[src/rtl/pow2_oneshot.sv]
module pow2_oneshot #(
  parameter int CW        = 24,
  parameter int SHORT_OFS = 1,
  parameter int LONG_OFS  = 17
) (
  input  logic          clk,
  input  logic          por_n,
  input  logic          mreset,
  input  logic          trig_rise,
  input  logic          trig_fall,
  input  logic          retrig_en,
  input  logic [3:0]    sel,
  input  logic          osc_run,
  input  logic          tb_strobe,
  output logic          q,
  output logic          qn,
  output logic          tb_enable
);
  localparam int SW = $clog2(CW + 1);

  logic          rst;
  logic [2:0]    a_sh, b_sh;
  logic [1:0]    warm;
  logic          active;
  logic [CW-1:0] cnt;
  logic [SW-1:0] pow;
  logic [CW-1:0] last;
  logic          rise_ev, fall_ev, fire;

  assign rst = mreset | ~por_n;

  always_ff @(posedge clk or posedge rst) begin
    if (rst) begin
      a_sh <= '0;
      b_sh <= '0;
      warm <= '0;
    end else begin
      a_sh <= {a_sh[1:0], trig_rise};
      b_sh <= {b_sh[1:0], trig_fall};
      if (warm != 2'd3) warm <= warm + 2'd1;
    end
  end

  assign rise_ev = (warm == 2'd3) &  a_sh[1] & ~a_sh[2];
  assign fall_ev = (warm == 2'd3) & ~b_sh[1] &  b_sh[2];
  assign fire    = (rise_ev | fall_ev) & (~active | retrig_en);

  assign pow  = SW'(sel[2:0]) + SW'(sel[3] ? LONG_OFS : SHORT_OFS);
  assign last = {CW{1'b1}} >> (SW'(CW) - pow);

  always_ff @(posedge clk or posedge rst) begin
    if (rst) begin
      active <= 1'b0;
      cnt    <= '0;
    end else if (fire) begin
      active <= 1'b1;
      cnt    <= '0;
    end else if (active && tb_strobe) begin
      if (cnt == last) begin
        active <= 1'b0;
        cnt    <= '0;
      end else begin
        cnt <= cnt + 1'b1;
      end
    end
  end

  assign q         = active;
  assign qn        = ~active;
  assign tb_enable = osc_run | active;

  AST_NORETRIG_HOLD: assert property (@(posedge clk) disable iff (rst)
    (active && !retrig_en && !tb_strobe) |=> (cnt == $past(cnt)));
  AST_END_ON_STROBE: assert property (@(posedge clk) disable iff (rst)
    $fell(active) |-> $past(tb_strobe));
  AST_START_AFTER_WARM: assert property (@(posedge clk) disable iff (rst)
    $rose(active) |-> ($past(warm) == 2'd3));
  AST_IDLE_CLEAR: assert property (@(posedge clk) disable iff (rst)
    !active |-> (cnt == '0));
endmodule

[config.mk]
export PLATFORM = sky130hd
export DESIGN_NAME = pow2_oneshot
export DESIGN_NICKNAME = d
export VERILOG_FILES = /design/src/rtl/pow2_oneshot.sv
export SDC_FILE = /design/constraint.sdc
export NUM_CORES = 1
export LEC_CHECK = 0
export ABC_AREA = 1
export BUFFER_PORTS_ARGS = -buffer_cell sky130_fd_sc_hd__buf_2
export CELL_PAD_IN_SITES_DETAIL_PLACEMENT = 1
export CELL_PAD_IN_SITES_GLOBAL_PLACEMENT = 2
export CORE_MARGIN = 2
export CORE_UTILIZATION = 37
export DETAILED_ROUTE_END_ITERATION = 6
export GPL_ROUTABILITY_DRIVEN = 0
export PLACE_DENSITY = 0.95
export SLEW_MARGIN = 20
export SYNTH_ARGS = -nofsm -noshare
export SYNTH_HDL_FRONTEND = slang
export SYNTH_SLANG_ARGS = --single-unit
[constraint.sdc]
create_clock -name clk -period 3.15 [get_ports clk]
set_input_delay 0.1575 -clock clk [delete_from_list [all_inputs] [get_ports clk]]
set_output_delay 0.1575 -clock clk [all_outputs]
set_load 0.02 [all_outputs]
After elaboration in Yosys (flattened, before gate mapping)
Cells that the tools add are included.

cells by class
  add/subtract/negate cells = 4
  equality and inequality tests = 3
  shift-type cells = 1
  muxes and demuxes = 7
  bitwise operators = 13
  reductions and logical operators = 4

operators by type and width
  operator                                                              count
  24-bit two-way mux                                                    3
  24-bit by 1-bit adder with 24-bit output, second input constant       1
  24-bit == test                                                        1
  24-bit by 5-bit right shift with 24-bit output, first input constant  1
  3-bit by 5-bit adder with 5-bit output                                1
  1-bit bitwise AND                                                     5
  5-bit two-way mux                                                     1
  5-bit subtractor, first input constant                                1
  1-bit inverter                                                        4
  1-bit bitwise OR                                                      4
  2-bit nonzero test                                                    2
  1-bit two-way mux                                                     3
  2-bit by 1-bit adder with 2-bit output, second input constant         1
  2-bit == test, second input constant                                  1
  2-bit inequality test, second input constant                          1
  2-bit AND reduction                                                   1
  1-bit logical AND                                                     1

word-level totals
  register bits = 33
  input port bits = 12
  word-level logic and storage cells = 37

Depth between registers and ports, before layout
  depth after elaboration = 8
  mapped depth = 14
  depth with buffers taken out = 13

Least setup slack after synthesis
OpenSTA, ideal clock, no wires.

  kind = flip-flop to flip-flop
  start point = register active (netlist: q)
  end point = register cnt[21]
  data arrival time = 1.612 ns
  required time = 3.077 ns
  slack = 1.465 ns
  stages on the path, launching flop included = 11
  path through = dfrtp_1 -> inv_1 -> o21a_1 -> nand2_1 -> nand2_2 -> nand2_2 -> nor2_4 -> nand2_2 -> o21ai_1 -> nand2_1 -> a21oi_2

between the ends
  word-level cells in the longest chain between the ends = 4
  elaborated cells on any way between the ends = 6
  classes of those cells = mux: 1; bitwise: 3; reduce/logical: 2

ends and longest elaborated chain
  what                                                      line  source
  start: declaration                                        24    logic active;
  start signal: assignment                                  53    active <= 1'b0;
  start signal: assignment                                  56    active <= 1'b1;
  start signal: assignment                                  60    active <= 1'b0;
  1-bit inverter (*)                                        n/a
  named net qn                                              16    output logic qn,
  1-bit bitwise OR (*)                                      46    assign fire = (rise_ev | fall_ev) & (~active | retrig_en);
  1-bit bitwise AND (*)                                     46
  24-bit two-way mux or 2-bit nonzero test (tied branches)  n/a
  end signal: assignment                                    63    cnt <= cnt + 1'b1;
  end: declaration                                          25    logic [CW-1:0] cnt;

The timed path passes the listed nets; every way through them passes the cells marked *.
A chain may end at the register's enable or synchronous reset.

Worst setup path in the final report
  start point = register warm[1]
  end point = register cnt[21]

between the ends
  word-level cells in the longest chain between the ends = 6
  elaborated cells on any way between the ends = 9
  classes of those cells = eq/ne: 1; mux: 1; bitwise: 6; reduce/logical: 1

ends and longest elaborated chain
  what                                                       line    source
  start: declaration                                         23      logic [1:0] warm;
  start signal: assignment                                   40      if (warm != 2'd3) warm <= warm + 2'd1;
  2-bit == test (*)                                          44, 45
  1-bit bitwise AND, on equally long branches (2 in series)  44, 45
  1-bit bitwise OR (*)                                       46
  1-bit bitwise AND (*)                                      46
  24-bit two-way mux or 2-bit nonzero test (tied branches)   n/a

Every way passes the cells marked *; elsewhere a longest branch is shown, timed or not.

==> flow_summary.json <==
{
  "status": "completed",
  "drv_slew": 0,
  "antenna_found_initial": 0,
  "io_pins": 15,
  "antenna_left": 0,
  "start_util_pct": 37.6,
  "postRouteWirelength_mm": 5.91,
  "fp.dieW_um": 81.1,
  "worstPathRequired_ns": 3.36,
  "wire_per_inst_um": 14.5,
  "cp-end-kind": "flip-flop",
  "grt-ovfl-total": 0,
  "fin_crit_sh_pct": 70.9,
  "crit_slowest_cell": "nand2_2",
  "fin_ws_ns": 0.918,
  "first_global_vias": 2144,
  "timing.rr.start": "warm[1]",
  "placed_area_um2": 2330,
  "route.detailed.drc": 0,
  "clkPwrFrac_pct": 35.0,
  "grt_usage_pct": 20.3,
  "p_sw_uw": 369,
  "cts_buffers": 5,
  "cap_viol_max_count": 0,
  "crit_path_cell_trace": "ha_1, o21a_1, nand2_1, nand2_2, nand2_2, nor2_4, nand2_2, o21ai_1, nand2_1, a21oi_2",
  "regArea_um2": 826,
  "min_path_type": "input port to async pin",
  "p_seq_share_pct": 44.3,
  "antenna_cells": 0,
  "fin_nets": 347,
  "synth_top_cell_area_share_pct": 37.5,
  "clock_latency_ns": 0.29,
  "n_fill_cell": 753,
  "cts_setup_buffers": 0,
  "cts_buffer_depth": 2,
  "p_sw_share_pct": 32.7,
  "synth_top_area_cell": "dfrtp_1",
  "rr_worst_depth": 10,
  "multi_input_comb_area_um2": 1170,
  "ys_seq_elements": 33,
  "grt_pass1_wl_mm": 10.2,
  "worst_pin_slew_ns": 0.939,
  "h-tree-depth": 2,
  "finalSetupViolCount": 0,
  "cts_resized": 0,
  "p_comb_share_pct": 20.8,
  "clk_pin_slew_ns": 0.07,
  "place_ws_ns": 0.955,
  "post_synth_inst_count": 315,
  "worstSetupStartpointType": "flip-flop",
  "slew_headroom_pct": 37.3,
  "cts_root_buf": "clkbuf_8",
  "avgViaCountPerCell": 5.06,
  "path_max_fanout": 32,
  "syn_avg_cell_area_um2": 6.99,
  "placed_cells": 399,
  "dp_hpwl_mm": 4.51,
  "drt_iter0_drc": 42,
  "intPower_uw": 759,
  "synthTopCellsByArea": "dfrtp_1, nand2_1, nand3_1",
  "path_class": "flip-flop to flip-flop",
  "max_freq_mhz": 448,
  "seq_area_frac_synth_pct": 37.5,
  "rsz0062_at_grt": "false",
  "first_pass_iters": 4,
  "cts_hold_buf": 2,
  "netlist_area_um2": 2200,
  "die_h_um": 81.1,
  "die-area_um2": 6580,
  "vias": 2063,
  "vdd_drop_max_mv": 0.279,
  "clock_sinks": 33,
  "synth_nets": 329,
  "rrSetupSlack_ns": 0.92,
  "cts_tree": "yes",
  "final_area_um2": 2450,
  "setup_tns_ns": 0,
  "area.growth.synth_to_final_pct": 11.5,
  "stdcell_count": 408,
  "drive_above_1_share_pct": 11.4,
  "grt_max_degree": 33,
  "powerDensity_nw_per_um2": 460,
  "crit_arrival_ns": 2.44,
  "max_stage_delay_ns": 0.50,
  "hold_viol_final": 0,
  "core_area_um2": 5850,
  "reg2reg_to": "cnt[21]",
  "leakagePower_nw": 1.16,
  "fin_crit_ns": 2.23,
  "skew_ns": 0.00561,
  "io_buffers": 14,
  "rows": 28,
  "crit_top_cell": "nand2_2",
  "ys_warn_count": 0,
  "synth_cell_type_count": 28
}
## through the flow
step	hold WS (ns)	util, %	power [mW]
global placement	0.266	39.8	0.735
floorplan	0.189	-	0.672
detailed placement	0.268	39.8	0.743
CTS	0.151	41.9	1.14
global route	0.200	41.9	1.19
finish	0.115	41.9	1.13
## cell usage in the layout (no fill, tap or decap), drive strengths merged
cell,synthesis,final
clkbuf,0,5
nand3b,2,2
dlygate4sd3,0,2
xnor2,4,4
ha,2,2
dfrtp,33,33
nand4,8,8
or2,1,1
mux2,1,1
nor3,12,12
xor2,15,15
and2,1,1
nor2,29,29
buf,7,16
a21boi,1,1
bufinv,0,1
clkinv,0,1
nand3,31,31
nand2,99,99
o21a,1,1
a21oi,21,21
o21ai,7,7
inv,40,40
## critical path: cells and delay by family (launching register included)
kind	cells	cell delay, ns
AND/OR/NAND/NOR	6	1.14
adder cells (fa/ha/maj)	1	0.23
AO/OA/AOI/OAI	3	0.39
flip-flops	1	0.38
## Yosys cell counts
cell and instances:
nand2_1 94, inv_1 39, dfrtp_1 33, nand3_1 31, nor2_1 25, a21oi_1 20, xor2_1 15, nor3_1 11
nand4_1 8, nand2_2 5, o21ai_0 5, xnor2_1 4, buf_2 3, buf_4 2, buf_6 2, ha_1 2
nand3b_1 2, nor2_2 2, nor2_4 2, o21ai_1 2, a21boi_1 1, a21oi_2 1, and2_1 1, inv_2 1
mux2_2 1, nor3_2 1, o21a_1 1, or2_2 1
## state kept, by name, indices dropped and copies added (netlist names)
register,count
b_sh,3
a_sh,3
q,1
cnt,24
warm,2
## routing by layer
layer | routed length (um) | GRT usage [%]
met1 | 2810 | 26.4
met2 | 2880 | 35.5
met3 | 146 | 2.33
met4 | 67 | 5.59
met5 | 0 | 0
## logic make-up (layout without fill, tap and decap cells)
logic type	Yosys count	after routing	synth area share, %
flops	33	33	37.5
simple gates	183	183	36.8
mux	1	1	0.512
fa+ha+maj	2	2	1.14
compound gates	30	30	7.22
xor+xnor	19	19	7.56
buf+inv	47	65	9.21
## worst max path at each step
stage	start	end	slack, ns
5_1_grt	warm[0]	cnt[21]	0.67
2_1_floorplan	por_n	a_sh[0]	1.15
3_5_place_dp	warm[0]	cnt[21]	0.95
3_3_place_gp	warm[0]	cnt[18]	1.05
4_1_cts	warm[0]	cnt[21]	0.92
6_report	warm[1]	cnt[21]	0.92
## area by class of cell
class | instances | share of cell area (%)
multi-input combinational | 235 | 47.9
sequential | 33 | 33.7
inverter | 40 | 6.12
timing repair buffer | 18 | 4.28
tap | 75 | 3.82
clock buffer | 5 | 2.80
clock inverter | 2 | 1.43
## power groups by stage
stage               Combinational, mW  Clock, mW  Sequential (mW)
finish                          0.234      0.394            0.499
global route                    0.268      0.416            0.508
CTS                             0.237      0.401            0.500
detailed placement              0.234          0            0.508
global placement                0.229          0            0.506
floorplan                       0.176          0            0.497
Note: power is estimated with default switching activity, not from simulation.
